===== config.mk =====
export PLATFORM = sky130hd
export DESIGN_NAME = mem_ecc_logger
export DESIGN_NICKNAME = d
export VERILOG_FILES = /design/src/rtl/ecc_log_pkg.sv /design/src/rtl/ecc_chan_log.sv /design/src/rtl/ecc_status_reg.sv /design/src/rtl/ecc_reg_read.sv /design/src/rtl/mem_ecc_logger.sv
export SDC_FILE = /design/constraint.sdc
export NUM_CORES = 1
export LEC_CHECK = 0
export ABC_AREA = 0
export BUFFER_PORTS_ARGS = -buffer_cell sky130_fd_sc_hd__buf_2
export CORE_MARGIN = 2
export CORE_UTILIZATION = 50
export CTS_BUF_LIST = sky130_fd_sc_hd__clkbuf_16
export CTS_CLUSTER_DIAMETER = 60
export DETAILED_ROUTE_END_ITERATION = 7
export GPL_ROUTABILITY_DRIVEN = 0
export PLACE_DENSITY = 0.82
export RECOVER_POWER = 25
export SKIP_LAST_GASP = 1
export SLEW_MARGIN = 20
export SYNTH_ARGS = -nofsm -noshare
export SYNTH_HDL_FRONTEND = slang
export SYNTH_HIERARCHICAL = 1
export SYNTH_SLANG_ARGS = --single-unit

===== constraint.sdc =====
create_clock -name clk -period 3.22 [get_ports clk]
set_input_delay 0.161 -clock clk [delete_from_list [all_inputs] [get_ports clk]]
set_output_delay 0.161 -clock clk [all_outputs]
set_load 0.01 [all_outputs]

===== src/rtl/ecc_log_pkg.sv =====
`timescale 1ns/100ps
package ecc_log_pkg;
    localparam int COL_W  = 16;
    localparam int ROW_W  = 16;
    localparam int BANK_W = 3;
    localparam int RANK_W = 2;
    localparam int SYN_W  = 8;
    localparam int LOG_W  = 64;
    localparam int STAT_W = 16;

    localparam int FLAG_CE = 0;
    localparam int FLAG_UE = 1;
    localparam int ADDR_STATUS = 0;

    typedef enum logic [1:0] {
        LOG_EMPTY = 2'd0,
        LOG_CE    = 2'd1,
        LOG_UE    = 2'd2
    } log_state_e;

    typedef struct packed {
        logic [COL_W-1:0]  col;
        logic [ROW_W-1:0]  row;
        logic [BANK_W-1:0] bank;
        logic [RANK_W-1:0] rank;
        logic [SYN_W-1:0]  synd;
    } evt_info_t;

    // Field placement is decoded by software; it must not move.
    typedef struct packed {
        logic [COL_W-1:0]  col;
        logic [ROW_W-1:0]  row;
        logic [BANK_W-1:0] bank;
        logic [RANK_W-1:0] rank;
        logic [2:0]        pad_hi;
        logic [SYN_W-1:0]  synd;
        logic [13:0]       pad_lo;
        logic              ue;
        logic              ce;
    } errlog_t;
endpackage


===== src/rtl/ecc_chan_log.sv =====
`timescale 1ns/100ps
module ecc_chan_log
    import ecc_log_pkg::*;
(
    input  logic      clk,
    input  logic      rst_n,
    input  logic      en,
    input  logic      ce,
    input  logic      ue,
    input  evt_info_t info,
    input  logic [1:0] clr,
    output errlog_t   log_o
);
    log_state_e state_q;
    log_state_e state_d;
    log_state_e state_kept;
    evt_info_t  info_q;
    logic       capture;

    // Clear is resolved first, then the event acts on what is left.
    always_comb begin
        state_kept = state_q;
        unique case (state_q)
            LOG_EMPTY: state_kept = LOG_EMPTY;
            LOG_CE:    if (clr[FLAG_CE]) state_kept = LOG_EMPTY;
            LOG_UE:    if (clr[FLAG_UE]) state_kept = LOG_EMPTY;
            default:   state_kept = LOG_EMPTY;
        endcase

        state_d = state_kept;
        capture = 1'b0;
        if (!en) begin
            state_d = LOG_EMPTY;
        end else if (ue && state_kept != LOG_UE) begin
            state_d = LOG_UE;
            capture = 1'b1;
        end else if (ce && !ue && state_kept == LOG_EMPTY) begin
            state_d = LOG_CE;
            capture = 1'b1;
        end
    end

    always_ff @(posedge clk or negedge rst_n) begin
        if (!rst_n) state_q <= LOG_EMPTY;
        else        state_q <= state_d;
    end

    always_ff @(posedge clk or negedge rst_n) begin
        if (!rst_n)       info_q <= '0;
        else if (capture) info_q <= info;
    end

    always_comb begin
        log_o = '0;
        unique case (state_q)
            LOG_EMPTY: log_o = '0;
            LOG_CE, LOG_UE: begin
                log_o.col  = info_q.col;
                log_o.row  = info_q.row;
                log_o.bank = info_q.bank;
                log_o.rank = info_q.rank;
                log_o.synd = info_q.synd;
                log_o.ue   = (state_q == LOG_UE);
                log_o.ce   = (state_q == LOG_CE);
            end
            default: log_o = '0;
        endcase
    end
endmodule


===== src/rtl/ecc_status_reg.sv =====
`timescale 1ns/100ps
module ecc_status_reg (
    input  logic       clk,
    input  logic       rst_n,
    input  logic [1:0] set_i,
    input  logic [1:0] clr_i,
    output logic [1:0] flags_o
);
    logic [1:0] flags_q;

    // Set dominates clear in the same cycle.
    always_ff @(posedge clk or negedge rst_n) begin
        if (!rst_n) flags_q <= '0;
        else        flags_q <= (flags_q & ~clr_i) | set_i;
    end

    assign flags_o = flags_q;
endmodule


===== src/rtl/ecc_reg_read.sv =====
`timescale 1ns/100ps
module ecc_reg_read
    import ecc_log_pkg::*;
#(
    parameter  int NCH = 2,
    localparam int AW  = $clog2(NCH + 1)
) (
    input  logic [AW-1:0]             addr,
    input  logic [1:0]                flags,
    input  logic [NCH-1:0][LOG_W-1:0] logs,
    output logic [LOG_W-1:0]          rdata
);
    always_comb begin
        rdata = '0;
        if (addr == AW'(ADDR_STATUS)) rdata = LOG_W'(flags);
        for (int i = 0; i < NCH; i++) begin
            if (addr == AW'(i + 1)) rdata = logs[i];
        end
    end
endmodule


===== src/rtl/mem_ecc_logger.sv =====
`timescale 1ns/100ps
module mem_ecc_logger
    import ecc_log_pkg::*;
#(
    parameter  int NCH = 2,
    localparam int AW  = $clog2(NCH + 1)
) (
    input  logic                  clk,
    input  logic                  rst_n,
    input  logic                  dual_off,
    input  logic [NCH-1:0]        evt_ce,
    input  logic [NCH-1:0]        evt_ue,
    input  logic [NCH*COL_W-1:0]  evt_col,
    input  logic [NCH*ROW_W-1:0]  evt_row,
    input  logic [NCH*BANK_W-1:0] evt_bank,
    input  logic [NCH*RANK_W-1:0] evt_rank,
    input  logic [NCH*SYN_W-1:0]  evt_synd,
    input  logic                  reg_wr,
    input  logic [AW-1:0]         reg_addr,
    input  logic [STAT_W-1:0]     reg_wdata,
    output logic [LOG_W-1:0]      reg_rdata
);
    logic [NCH-1:0]            ch_en;
    logic [NCH-1:0][LOG_W-1:0] chan_log;
    logic [1:0]                clr_bits;
    logic [1:0]                set_bits;
    logic [1:0]                flags_q;
    logic                      unused_wdata;

    assign clr_bits = (reg_wr && reg_addr == AW'(ADDR_STATUS)) ? reg_wdata[1:0] : 2'b00;
    assign unused_wdata = ^reg_wdata[STAT_W-1:2];

    assign set_bits[FLAG_CE] = |(evt_ce & ch_en);
    assign set_bits[FLAG_UE] = |(evt_ue & ch_en);

    for (genvar g = 0; g < NCH; g++) begin : g_ch
        evt_info_t info;
        errlog_t   lg;

        if (g == 0) begin : g_main
            assign ch_en[g] = 1'b1;
        end else begin : g_aux
            assign ch_en[g] = !dual_off;
        end

        assign info.col  = evt_col[g*COL_W +: COL_W];
        assign info.row  = evt_row[g*ROW_W +: ROW_W];
        assign info.bank = evt_bank[g*BANK_W +: BANK_W];
        assign info.rank = evt_rank[g*RANK_W +: RANK_W];
        assign info.synd = evt_synd[g*SYN_W +: SYN_W];

        ecc_chan_log u_log (
            .clk   (clk),
            .rst_n (rst_n),
            .en    (ch_en[g]),
            .ce    (evt_ce[g]),
            .ue    (evt_ue[g]),
            .info  (info),
            .clr   (clr_bits),
            .log_o (lg)
        );
        assign chan_log[g] = lg;
    end

    ecc_status_reg u_status (
        .clk     (clk),
        .rst_n   (rst_n),
        .set_i   (set_bits),
        .clr_i   (clr_bits),
        .flags_o (flags_q)
    );

    ecc_reg_read #(.NCH(NCH)) u_read (
        .addr  (reg_addr),
        .flags (flags_q),
        .logs  (chan_log),
        .rdata (reg_rdata)
    );
endmodule


==> flow_summary.toml <==
[clocking]
cts_buffer_depth = 2
postCtsSetupBuffers = 0
cts-root-buf = "clkbuf_16"
clock_latency_ps = 340
cts_tree = "yes"
cts_buffers = 9
path_clk_slew_ps = 60
clock_sinks = 96
ctsHtreeMaxLevel = 3

[cells_and_area]
utilization_pct = 61.3
drive_above_1_share_pct = 29.9
n_antenna_cell = 0
final_area_mm2 = 0.00638
final_common_cell = "buf_2"
area_growth_pct = 18.1
nets = 717
layout_common_cells = "buf_2, dfrtp_1, nor2b_1, mux2_1, a22o_1"

[job]
maxCapViolCount = 1

[sta]
rsz0062_at_grt = "no"
fmax_mhz = 434
fin_crit_sh_pct = 71.6
worst_slew_pin_slew_ps = 2090
finalHoldViolCount = 0
holdWs_ps = 34.5
min_period_ps = 2300
setup_viol = 0
slew_headroom_pct = -39.3
skew_ps = 6.45
fin_tns_setup_ps = 0
drv_slew = 85

[drt]
ant_nets = 0
drc = 0
dr_total_vias = 3863
wl_per_cell_um = 16.1
via_per_inst = 5.26
routed_wl_um = 11900
dr.first_iter.drc_count = 128
first_pass_iters = 4

[logic_synthesis]
synth_area_mm2 = 0.00540
yosysWarnings = 6
ys_seq_elements = 96
ys_types = 23
syn_area_per_cell_um2 = 11.8
syn_inst = 459
yosysSeqAreaShare_pct = 44.5

[grt]
antenna_found_initial = 0
grt_pass1_vias = 3921
grt_pass1_wl_um = 18600
grt-ovfl-total = 0
track_usage_pct = 20.6
grt_max_degree = 85

[die]
die_h_um = 108
design.core.area_mm2 = 0.0104
row_count = 37
die_x_um = 108
dieArea_mm2 = 0.0117
start_util_pct = 51.9
ios = 180

[worst_setup_path]
critPathTopFamily = "buffers and inverters"
worstPathArrival_ps = 2140
crit_buf_inv = 3
start_kind = "flop"
path_max_fanout = 45
cp-end-kind = "output port"
required_ps = 3060
cpMaxStageDelayCell = "buf_4"
path_cells = "inv_1 -> ha_2 -> buf_4 -> nor2b_1 -> a22o_1 -> buf_2"
max_stage_delay_ps = 460
critPathKind = "reg -> out"

[placement]
port_buffers = 148
placed_cell_area_mm2 = 0.00606
dp_hpwl_um = 8090

[power]
powerDensity_mw_per_mm2 = 495
power_mw = 3.16
leakage_nw = 3.01
ir_drop_v = 0.000285

[run_status]
status = "finished, violations left"
violations = "capacitance limit, slew limit"

[hold_path]
hp-class = "in -> reg"
==> kinds of logic after synthesis <==
logic type	after synthesis	share of synthesized area [%]
compound gates	82	13.0
flops	96	44.5
simple gates	107	12.2
fa+ha+maj	6	1.39
buf+inv	73	9.66
other cells	3	0.208
mux	92	19.1
==> power by group <==
group | internal (mW) | leakage, nW | switching [mW]
Clock | 0.673 | 0.149 | 0.447
Sequential | 1.37 | 1.12 | 0.0715
Combinational | 0.302 | 1.74 | 0.292
Total | 2.35 | 3.01 | 0.810
==> final cells by class <==
type	instances	area (µm²)
clock buffers	9	225
clock inverters	6	85.1
fillers	861	4040
inverters	7	26.3
multi-input cells	324	2630
flip-flops and latches	96	2400
well taps	136	170
repair buffers	157	847
==> path summary, 6_finish.rpt <==
| path | end | slack, ps | from | depth (start not counted) |
|---|---|---|---|---|
| min in group asynchronous | g_ch[1].u_log/info_q[16]$_DFFE_PN0P_ | 970 | rst_n | 2 |
| worst min-delay path | g_ch[1].u_log/info_q[29]$_DFFE_PN0P_ | 30 | evt_col[16] | 2 |
| worst max register to register | g_ch[0].u_log/info_q[35]$_DFFE_PN0P_ | 930 | g_ch[0].u_log/state_q[0]$_DFF_PN0_ | 6 |
| worst min register to register | g_ch[0].u_log/info_q[40]$_DFFE_PN0P_ | 480 | g_ch[0].u_log/info_q[40]$_DFFE_PN0P_ | 1 |
| max in group asynchronous | g_ch[1].u_log/info_q[41]$_DFFE_PN0P_ | 1030 | rst_n | 2 |
| worst max-delay path | reg_rdata[19] | 920 | g_ch[0].u_log/state_q[0]$_DFF_PN0_ | 6 |
==> timing repair <==
action / in CTS / in global routing
endpoints found under the hold margin: 0 / 83
resized for setup: 0 / 0
hold buffers: 0 / 1
==> cell usage after synthesis, drive strengths merged <==
| library cell | n | area, µm² |
|---|---|---|
| dfrtp | 96 | 2400 |
| nor2b | 94 | 588 |
| mux2 | 90 | 1010 |
| a22o | 62 | 543 |
| buf | 58 | 465 |
| a21oi | 10 | 80.1 |
| clkbuf | 8 | 30.0 |
| inv | 7 | 26.3 |
| ha | 6 | 75.1 |
| nand2b | 6 | 37.5 |
| a21o | 4 | 30.0 |
| conb | 3 | 11.3 |
| nor2 | 3 | 11.3 |
| a21bo | 2 | 20.0 |
| and3 | 2 | 12.5 |
| mux2i | 2 | 20.0 |
| nand2 | 2 | 7.51 |
| o21ai | 2 | 10.0 |
| o2bb2ai | 2 | 17.5 |
==> sequential cells by signal (all words and copies together), names as in the netlist <==
register	count
g_ch.u_log/info_q	90
u_status/flags_o	2
g_ch.u_log/state_q	4
==> worst reg2reg max path, cell delays in order (launching register included) <==
cell,delay (ps)
dfrtp_1,410
inv_1,90
ha_2,340
a21oi_2,70
a21oi_4,570
buf_12,310
mux2_1,380
==> metrics by stage <==
step / std cells / setup WS [ps]
6_report: 735 / 916
5_1_grt: 735 / 593
4_1_cts: 734 / 908
3_5_place_dp: 719 / 910
3_3_place_gp: 719 / 1040
2_1_floorplan: 493 / 1380
==> per-layer routing <==
metal	part of all wire (%)	track usage, %	wire length, µm
met5	0	0	0
met2	51	35.8	6040
met4	1.9	8.42	223
met1	41	24.8	4890
met3	6.0	4.76	715
No activity file was read; power rests on OpenSTA's default activity.
